`src/rtl/rtc_api_pkg.sv`:
```
package rtc_api_pkg;
  localparam int CMP_W = 12;
  localparam int API_W = 10;
  localparam int SEL_W = 2;
  localparam int N_SRC = 1 << SEL_W;
  localparam int N_DIV = 2;

  typedef struct packed {
    logic             run;
    logic             cmp_ie;
    logic             frz_en;
    logic             wrap_en;
    logic [CMP_W-1:0] cmp_val;
    logic             api_run;
    logic             api_ie;
    logic [SEL_W-1:0] src_sel;
    logic             div512_en;
    logic             div32_en;
    logic [API_W-1:0] api_val;
  } ctrl_t;

  // stage 0 divides by 512, stage 1 by 32
  function automatic int div_log2(input int idx);
    return (idx == 0) ? 9 : 5;
  endfunction
endpackage

```
`src/rtl/rtc_ctrl_reg.sv`:
```
module rtc_ctrl_reg
  import rtc_api_pkg::*;
(
  input  logic        clk_i,
  input  logic        rst_ni,
  input  logic        wr_en_i,
  input  logic [31:0] wr_data_i,
  output ctrl_t       ctrl_o
);
  ctrl_t ctrl_q, ctrl_d, wd;

  assign wd = ctrl_t'(wr_data_i);

  always_comb begin
    ctrl_d = ctrl_q;
    if (wr_en_i) begin
      if (ctrl_q.run) begin
        // live fields only; timing setup is locked while running
        ctrl_d.run     = wd.run;
        ctrl_d.cmp_ie  = wd.cmp_ie;
        ctrl_d.frz_en  = wd.frz_en;
        ctrl_d.wrap_en = wd.wrap_en;
        ctrl_d.api_run = wd.api_run;
        ctrl_d.api_ie  = wd.api_ie;
      end else begin
        ctrl_d = wd;
      end
    end
  end

  always_ff @(posedge clk_i or negedge rst_ni) begin
    if (!rst_ni) ctrl_q <= '0;
    else         ctrl_q <= ctrl_d;
  end

  assign ctrl_o = ctrl_q;

  assert_locked_fields_R5: assert property (@(posedge clk_i) disable iff (!rst_ni)
    (ctrl_q.run && wr_en_i) |=> ($stable(ctrl_q.cmp_val) && $stable(ctrl_q.src_sel) &&
                                 $stable(ctrl_q.div512_en) && $stable(ctrl_q.div32_en) &&
                                 $stable(ctrl_q.api_val)));
endmodule

```
`src/rtl/rtc_div_stage.sv`:
```
module rtc_div_stage #(
  parameter int DIV_LOG2 = 5
) (
  input  logic clk_i,
  input  logic rst_ni,
  input  logic en_i,
  input  logic tick_i,
  output logic tick_o
);
  logic [DIV_LOG2-1:0] cnt_q;

  assign tick_o = en_i ? (tick_i && (&cnt_q)) : tick_i;

  always_ff @(posedge clk_i or negedge rst_ni) begin
    if (!rst_ni)              cnt_q <= '0;
    else if (en_i && tick_i)  cnt_q <= cnt_q + 1'b1;
  end

  assert_div_no_spurious_R10: assert property (@(posedge clk_i) disable iff (!rst_ni)
    tick_o |-> tick_i);
endmodule

```
`src/rtl/rtc_main_cnt.sv`:
```
module rtc_main_cnt #(
  parameter int CNT_W = 32,
  parameter int CMP_W = 12
) (
  input  logic             clk_i,
  input  logic             rst_ni,
  input  logic             tick_i,
  input  logic [CMP_W-1:0] cmp_val_i,
  input  logic             wrap_en_i,
  input  logic             clr_i,
  output logic [CNT_W-1:0] cnt_o,
  output logic             flag_o
);
  localparam int LOW_W = CNT_W - CMP_W;

  logic [CNT_W-1:0] cnt_q, cnt_nx;
  logic             flag_q, hit, wrap, set;

  assign cnt_nx = cnt_q + 1'b1;
  assign hit    = (cmp_val_i != '0) && (cnt_nx[CNT_W-1 -: CMP_W] == cmp_val_i)
                  && (cnt_nx[LOW_W-1:0] == '0);
  assign wrap   = wrap_en_i && (&cnt_q);
  assign set    = tick_i && (hit || wrap);

  always_ff @(posedge clk_i or negedge rst_ni) begin
    if (!rst_ni) begin
      cnt_q  <= '0;
      flag_q <= 1'b0;
    end else begin
      if (tick_i) cnt_q <= cnt_nx;
      if (set)        flag_q <= 1'b1;
      else if (clr_i) flag_q <= 1'b0;
    end
  end

  assign cnt_o  = cnt_q;
  assign flag_o = flag_q;

  assert_cmp_set_wins_R7: assert property (@(posedge clk_i) disable iff (!rst_ni)
    (set && clr_i) |=> flag_q);
  assert_cmp_zero_quiet_R4: assert property (@(posedge clk_i) disable iff (!rst_ni)
    (cmp_val_i == '0 && !wrap_en_i && !flag_q) |=> !flag_q);
endmodule

```
`src/rtl/rtc_api_cnt.sv`:
```
module rtc_api_cnt #(
  parameter int API_W = 10
) (
  input  logic             clk_i,
  input  logic             rst_ni,
  input  logic             run_i,
  input  logic             tick_i,
  input  logic [API_W-1:0] period_i,
  input  logic             clr_i,
  output logic             flag_o
);
  logic [API_W-1:0] cnt_q, cnt_nx;
  logic             flag_q, step, set;

  assign cnt_nx = cnt_q + 1'b1;
  assign step   = run_i && tick_i && (period_i != '0);
  assign set    = step && (cnt_nx == period_i);

  always_ff @(posedge clk_i or negedge rst_ni) begin
    if (!rst_ni) begin
      cnt_q  <= '0;
      flag_q <= 1'b0;
    end else begin
      if (step) cnt_q <= set ? '0 : cnt_nx;
      if (set)        flag_q <= 1'b1;
      else if (clr_i) flag_q <= 1'b0;
    end
  end

  assign flag_o = flag_q;

  assert_api_below_period_R11: assert property (@(posedge clk_i) disable iff (!rst_ni)
    (period_i != '0) |-> (cnt_q < period_i));
  assert_api_set_wins_R7: assert property (@(posedge clk_i) disable iff (!rst_ni)
    (set && clr_i) |=> flag_q);
  assert_api_zero_quiet_R11: assert property (@(posedge clk_i) disable iff (!rst_ni)
    (period_i == '0 && !flag_q) |=> !flag_q);
endmodule

```
`src/rtl/rtc_api_timer.sv`:
```
module rtc_api_timer
  import rtc_api_pkg::*;
#(
  parameter int CNT_W = 32
) (
  input  logic             clk_i,
  input  logic             rst_ni,
  input  logic             wr_en_i,
  input  logic [31:0]      wr_data_i,
  output logic [31:0]      rd_data_o,
  input  logic [N_SRC-1:0] clk_en_i,
  input  logic             dbg_halt_i,
  input  logic             cmp_clr_i,
  input  logic             api_clr_i,
  output logic [CNT_W-1:0] cnt_o,
  output logic [1:0]       flags_o,
  output logic             cmp_irq_o,
  output logic             api_irq_o
);
  ctrl_t            ctrl;
  logic             tmr_rst_n, frozen, src_tick;
  logic [N_DIV:0]   tk;
  logic [N_DIV-1:0] div_en;
  logic             cmp_flag, api_flag;

  rtc_ctrl_reg u_ctrl (
    .clk_i     (clk_i),
    .rst_ni    (rst_ni),
    .wr_en_i   (wr_en_i),
    .wr_data_i (wr_data_i),
    .ctrl_o    (ctrl)
  );

  // run bit low resets timer state asynchronously; release follows the registered bit
  assign tmr_rst_n = rst_ni && ctrl.run;
  assign frozen    = ctrl.frz_en && dbg_halt_i;
  assign src_tick  = clk_en_i[ctrl.src_sel];
  assign tk[0]     = src_tick && !frozen;
  assign div_en    = {ctrl.div32_en, ctrl.div512_en};

  for (genvar g = 0; g < N_DIV; g++) begin : g_div
    rtc_div_stage #(.DIV_LOG2(div_log2(g))) u_div (
      .clk_i  (clk_i),
      .rst_ni (tmr_rst_n),
      .en_i   (div_en[g]),
      .tick_i (tk[g]),
      .tick_o (tk[g+1])
    );
  end

  rtc_main_cnt #(.CNT_W(CNT_W), .CMP_W(CMP_W)) u_main (
    .clk_i     (clk_i),
    .rst_ni    (tmr_rst_n),
    .tick_i    (tk[N_DIV]),
    .cmp_val_i (ctrl.cmp_val),
    .wrap_en_i (ctrl.wrap_en),
    .clr_i     (cmp_clr_i),
    .cnt_o     (cnt_o),
    .flag_o    (cmp_flag)
  );

  rtc_api_cnt #(.API_W(API_W)) u_api (
    .clk_i    (clk_i),
    .rst_ni   (tmr_rst_n),
    .run_i    (ctrl.api_run),
    .tick_i   (tk[N_DIV]),
    .period_i (ctrl.api_val),
    .clr_i    (api_clr_i),
    .flag_o   (api_flag)
  );

  assign rd_data_o = ctrl;
  assign flags_o   = {api_flag, cmp_flag};
  assign cmp_irq_o = cmp_flag && ctrl.cmp_ie;
  assign api_irq_o = api_flag && ctrl.api_ie;

  assert_freeze_hold_R8: assert property (@(posedge clk_i) disable iff (!tmr_rst_n)
    frozen |=> $stable(cnt_o));
  assert_stopped_clear_R2: assert property (@(posedge clk_i) disable iff (!rst_ni)
    !ctrl.run |-> (cnt_o == '0 && flags_o == 2'b00));
endmodule

```
`config.mk`:
```
export PLATFORM = sky130hd
export DESIGN_NAME = rtc_api_timer
export DESIGN_NICKNAME = d
export VERILOG_FILES = /design/src/rtl/rtc_api_pkg.sv /design/src/rtl/rtc_ctrl_reg.sv /design/src/rtl/rtc_div_stage.sv /design/src/rtl/rtc_main_cnt.sv /design/src/rtl/rtc_api_cnt.sv /design/src/rtl/rtc_api_timer.sv
export SDC_FILE = /design/constraint.sdc
export NUM_CORES = 1
export LEC_CHECK = 0
export CAP_MARGIN = 10
export CORE_UTILIZATION = 55
export DETAILED_ROUTE_END_ITERATION = 6
export DONT_BUFFER_PORTS = 1
export PLACE_DENSITY = 0.72
export SLEW_MARGIN = 10
export SYNTH_ARGS = -nofsm -noshare
export SYNTH_HDL_FRONTEND = slang
export SYNTH_HIERARCHICAL = 1
export SYNTH_SLANG_ARGS = --single-unit
```
`constraint.sdc`:
```
create_clock -name clk_i -period 2.35 [get_ports clk_i]
set_input_delay 0.3525 -clock clk_i [delete_from_list [all_inputs] [get_ports clk_i]]
set_output_delay 0.3525 -clock clk_i [all_outputs]
set_load 0.02 [all_outputs]
```
After elaboration in Yosys (flattened, before gate mapping) --
Cells that the tools add are included.
Storage, ports and cells: register bits after elaboration 90, input bits 42, output and inout port bits 68, word-level logic and storage cells 61
Operators by class: add/subtract/negate cells 4, order comparisons 1, eq/ne operators 2, multiplexer cells 9, bitwise gates (word level) 1, reductions and logical operators 27
Operator list (number):
- 32-bit by 1-bit adder with 32-bit output, second input constant | 1
- 32-bit AND reduction | 1
- 20-bit logical NOT | 1
- 1-bit logical AND | 16
- 12-bit == test | 1
- 12-bit nonzero test | 1
- 10-bit by 1-bit adder with 10-bit output, second input constant | 1
- 10-bit == test | 1
- 10-bit 2-to-1 mux | 1
- 10-bit nonzero test | 1
- 9-bit by 1-bit adder with 9-bit output, second input constant | 1
- 9-bit AND reduction | 1
- 1-bit 2-to-1 mux | 7
- 5-bit by 1-bit adder with 5-bit output, second input constant | 1
- 5-bit AND reduction | 1
- 2-bit nonzero test | 2
- 2-bit by 3-bit less-than comparator with 1-bit output, second input constant | 1
- 1-bit binary-select mux with 2-bit select | 1
- 2-bit AND reduction | 1
- 1-bit logical NOT | 1
- 1-bit logical OR | 1
- 1-bit inverter | 1

Longest topological paths before layout --
word-level depth 11, mapped depth 14, mapped depth without buffers 13

By module --
Netlist, hierarchy kept.
Modules (own cells, without submodules):
- rtc_main_cnt | instances 1, cells each 249, area each 2339.7 µm², seq. area each 825.8 µm²
- rtc_ctrl_reg | instances 1, cells each 69, area each 1312.5 µm², seq. area each 800.8 µm²
- rtc_api_cnt | instances 1, cells each 112, area each 998.5 µm², seq. area each 275.3 µm²
- rtc_div_stage (g_div[0].u_div) | instances 1, cells each 37, area each 436.7 µm², seq. area each 225.2 µm²
- rtc_div_stage (g_div[1].u_div) | instances 1, cells each 19, area each 246.5 µm², seq. area each 125.1 µm²
- rtc_api_timer | instances 1, cells each 7, area each 63.8 µm², seq. area each 0.0 µm²

Least setup slack after synthesis --
No wires, ideal clock.
path kind reg2reg, start point reg u_ctrl.ctrl_q (netlist bit u_ctrl/ctrl_o[12]), end point reg u_api.cnt_q[5], setup time 0.132 ns, arrival time 2.873 ns, required time 2.218 ns, path slack -0.655 ns, stages on the path, launching flop included 12, path buffers 1, period minus slack after synthesis 3.005 ns, path through dfrtp_1 -> mux4_2 -> a21boi_1 -> a21boi_0 -> a21boi_0 -> nand2_1 -> a31o_1 -> buf_6 -> a2111oi_4 -> nand4_4 -> o21ai_0 -> o211ai_2
Between the ends: longest elaborated chain between the ends 11
Ends and longest elaborated chain:
- start, declared | line rtc_ctrl_reg.sv:10 | ctrl_t ctrl_q, ctrl_d, wd;
- start signal, assigned | line rtc_ctrl_reg.sv:33 | else ctrl_q <= ctrl_d;
- 1-bit binary-select mux with 2-bit select (*) | line rtc_api_timer.sv:37 | assign src_tick = clk_en_i[ctrl.src_sel];
- 1-bit 2-to-1 mux (implied by the code) (*) | line rtc_api_timer.sv:37
- 1-bit logical AND (*) | line rtc_api_timer.sv:38 | assign tk[0] = src_tick && !frozen;
- via tk[0] | line rtc_api_timer.sv:22 | logic [N_DIV:0] tk;
- 1-bit logical AND | line rtc_div_stage.sv:12 | assign tick_o = en_i ? (tick_i && (&cnt_q)) : tick_i;
- 1-bit 2-to-1 mux (*) | line rtc_div_stage.sv:12
- via tk[1] | line rtc_api_timer.sv:22
- 1-bit logical AND | line rtc_div_stage.sv:12
- 1-bit 2-to-1 mux (*) | line rtc_div_stage.sv:12
- via tk[2] | line rtc_api_timer.sv:22
- 1-bit logical AND (*) (2 in series) | line rtc_api_cnt.sv:16 | assign step = run_i && tick_i && (period_i != '0);
- 1-bit logical AND | line rtc_api_cnt.sv:17 | assign set = step && (cnt_nx == period_i);
- 10-bit 2-to-1 mux | line rtc_api_cnt.sv:24 | if (step) cnt_q <= set ? '0 : cnt_nx;
- end signal, assigned | line rtc_api_cnt.sv:24
- end, declared | line rtc_api_cnt.sv:12 | logic [API_W-1:0] cnt_q, cnt_nx;
The timed path passes the listed nets; every way through them passes the cells marked *. The select of a mux whose other input is x is not followed. A chain may end at the register's enable or synchronous reset.

Worst setup path after layout --
start point reg u_ctrl.ctrl_q (netlist bit u_ctrl/ctrl_o[12]), end point reg u_api.cnt_q[6]
The elaborated chain is that of the path after synthesis.

==> reports/summary.md <==
* **initial standard-cell utilization of the core** 57.6%
* **Worst path max stage delay** 0.42 ns
* **Reg-to-Reg End** u_api/cnt_q[6]
* **class of the tightest hold or removal check** in -> reg
* **post-placement setup slack** -0.210 ns
* **simple logic cell fraction of the synthesized area** 21.5%
* **clock tree from TritonCTS** built
* **Async S/R FF share, synth** 100%
* **All-Layer GR Usage** 28.2%
* **Hold Path Cell Cnt** 1
* **NumNets Final** 602
* **post-synthesis compound-gate area fraction** 8.09%
* **number of antenna violations at the first check in global routing** 1
* **slack of the worst reg-to-reg path** -0.20 ns
* **mean number of vias per cell** 6.07
* **CP Capture Type** flip-flop
* **# DRC** 0
* **width of the die** 101 µm
* **failing checks** negative setup slack
* **latest clock arrival within the worst-skew pair** 0.36 ns
* **biggest area consumer among synthesized cells** dfrtp_1
* **max_slew headroom** 67.4%
* **multiplexer fraction of the synthesized cell area** 10.7%
* **Final Hold Viols** 0
* **synthesized instance count** 493
* **Slew @ Worst Pin** 0.490 ns
* **Unique masters post-synth** 69
* **count of H-tree levels built during CTS** 3
* **CP delay by family, top** compound AO/OA/AOI/OAI gates
* **post-route fraction of the period consumed by the critical path** 108%
* **Pwr Total** 4870 µW
* **endpoint required time on the critical path** 2.59 ns
* **clock skew after layout** 0.0130 ns
* **commonest cells after routing, fill and taps aside** dfrtp_1, buf_4, xnor2_1, nand2_1, xor2_1
* **reg-to-reg startpoint** u_ctrl/ctrl_o[12]
* **fillcell total** 746
* **Synth Area in XOR/XNOR** 12.0%
* **most used cell, CP** a21boi_4
* **total CTS buffers** 9
* **max-cap viol count** 0
* **antenna diode count** 0
* **dominant cells by area after synthesis** dfrtp_1, xnor2_1, mux2_4
* **share of the yosys chip area belonging to registers** 41.7%
* **vias in the first global route** 4,369
* **top flip-flop cell by instance count after synthesis** dfrtp_1
* **largest net degree at the start of global routing** 34
* **critical path class** reg -> reg
* **maximum number of buffers from clock root to sink** 2
* **Highest Clock Rate** 393 MHz
* **first-pass GRT wire length** 21,700 µm
* **minimum clock period after layout** 2.55 ns
* **DP HPWL** 10,000 µm
* **Clock Root Buffer** clkbuf_8
* **area of the core region** 9370 µm²
* **Total Wirelength** 13,600 µm
* **Area growth, synth to finish** 15.6%
* **number of primary I/O pins** 110
* **run status** finished, violations left
* **number of setup violations in the final report** 12
* **vias after detailed routing** 4,175
* **Syn Nets** 541
* **total clock sinks** 90
* **share of synthesized cell area in full adder, half adder and majority cells** 1.39%
* **arrival time of the worst setup path** 2.79 ns
* **buffers plus inverters on the worst setup path** 1
* **RePlAce Congestion** 0.884
* **share of the synthesized area in the top cell type** 41.7%
* **min setup slack post-route** -0.197 ns
* **most frequent standard cell in the layout excluding fill and tap cells** dfrtp_1
* **unrepaired setup endpoints after global routing** yes
* **cell count of the worst reg-to-reg path** 11
* **type of element launching the critical path** flip-flop
* **Die Outline Area** 10,200 µm²
* **Antenna Violating Nets Remaining** 0
* **Syn. warnings** 6
* **top fanout value on the critical path** 5
* **Mean Syn Cell Area** 10.9 µm²
* **total grt overflow** 0
* **setup tns final** -2.03 ns
* **endpoint of the worst hold path** u_api/flag_o
* **start point of the worst min-delay path** api_clr_i
* **static leakage** 0.00279 µW
* **standard-cell row count** 35
* **count of state elements after synthesis** 90
* **number of pins with negative max-slew slack in the final report** 0
* **worst vdd rail ir drop** 0.408 mV
* **Post-synth EDFFs** 0
* **initial detailed-routing violation count** 194
* **cell with the largest stage delay on the worst path** dfrtp_2
* **critical-path cell list** mux4_2 > a21boi_4 > a21boi_4 > a21boi_2 > nand2_1 > a31o_1 > a2111oi_4 > buf_4 > nand4_4 > nor2_8 > o211ai_2
* **clock transition at the register clock pins on the worst setup and hold paths after CTS** 0.09 ns
* **combinational family with the most area after synthesis** simple AND/OR/NAND/NOR gates
* **count of input and output buffers** 0
* **routed length per placed instance** 19.8 µm
* **total iterations of the first detailed-routing run** 5
* **fraction of layout instances using a drive strength above 1** 32.9%
* **post-synthesis instance area** 5400 µm²
* **Chip Height** 101 µm
* **power density normalized to cell area** 780 nW/µm²
[area by class of cell]
type	instances	area, µm²	area share, %
well taps	129	161	2.59
multi-input cells	369	2980	47.7
inverters	7	26.3	0.421
clock buffers	11	151	2.43
repair buffers	77	606	9.70
clock inverters	5	61.3	0.982
flip-flops and latches	90	2260	36.1
[layer usage]
layer,up-vias,global-route usage [%],part of all wire (%)
met3,23,5.83,8.1
met1,2086,34.3,40
li1,1893,-,-
met5,-,0,0
met2,173,47.9,50
met4,0,13.0,2.4
[per-stage QoR]
step | cell area, µm² | hold slack [ns] | std cells | util [%]
finish | 6240 | 0.0978 | 688 | 66.6
global route | 6240 | 0.0856 | 688 | 66.6
CTS | 6220 | 0.0845 | 687 | 66.4
detailed placement | 5920 | 0.0580 | 664 | 63.1
global placement | 5920 | 0.0579 | 664 | 63.1
floorplan | 5430 | 0.0569 | 493 | -
[cells by family (layout without fill, tap and decap cells)]
logic type	count (synthesis)	after routing
AOI/OAI and AO/OA	56	56
buffers and inverters	36	100
muxes	43	43
and+or+nand+nor	188	190
xor gates and xnor gates	74	74
adders and majority gates	6	6
DFF	90	90
[how the worst max path moves through the flow]
stage | from | end | cells after the start
5_1_grt | g_div[0].u_div/cnt_q[1] | u_api/cnt_q[6] | 14
4_1_cts | u_ctrl/ctrl_o[12] | u_api/cnt_q[6] | 11
3_5_place_dp | g_div[0].u_div/cnt_q[1] | u_api/cnt_q[6] | 13
3_3_place_gp | u_ctrl/ctrl_o[12] | u_api/cnt_q[0] | 10
6_report | u_ctrl/ctrl_o[12] | u_api/cnt_q[6] | 11
2_1_floorplan | u_ctrl/ctrl_o[12] | u_api/cnt_q[5] | 11
[cells in the mapped netlist, drive strengths merged (2+ instances only)]
cell type / number
a21boi: 3
a21o: 2
a21oi: 6
a2bb2oi: 2
a31oi: 3
a41oi: 2
and2: 9
and3: 11
and4: 8
buf: 18
clkbuf: 11
dfrtp: 90
ha: 6
inv: 7
mux2: 40
mux2i: 2
nand2: 40
nand2b: 5
nand3: 25
nand4: 29
nor2: 22
nor2b: 2
nor3: 12
nor3b: 3
nor4: 12
o211ai: 6
o21ai: 20
o32ai: 2
or2: 3
or3: 5
xnor2: 47
xor2: 27
[report_power, final]
part	switching, µW	total, µW	internal (µW)	leakage, µW
Combinational	841	1600	759	0.00155
Clock	572	1130	556	0.000110
Sequential	354	2140	1790	0.00113
[worst reg2reg max path: cells and delay by family, from the launching register on]
family,cells,cell delay [ns]
mux,1,0.32
buf+inv,1,0.19
flops,1,0.42
compound gates,6,1.09
simple gates,3,0.42
[sequential cells by signal (all words and copies together), names as in the netlist]
name               flops
g_div.u_div/cnt_q     14
u_api/cnt_q           10
u_api/flag_o           1
u_ctrl/ctrl_o         32
u_main/cnt_o          32
u_main/flag_o          1
[repair_timing]
action	4_1_cts	5_1_grt
resized for setup	4	4
setup buffers	3	1
pin swaps	0	5
endpoints found under the setup margin	12	19
hold endpoints to repair	44	0
cloned	2	0
hold buffers	2	0
(Power assumes the default switching activity.)
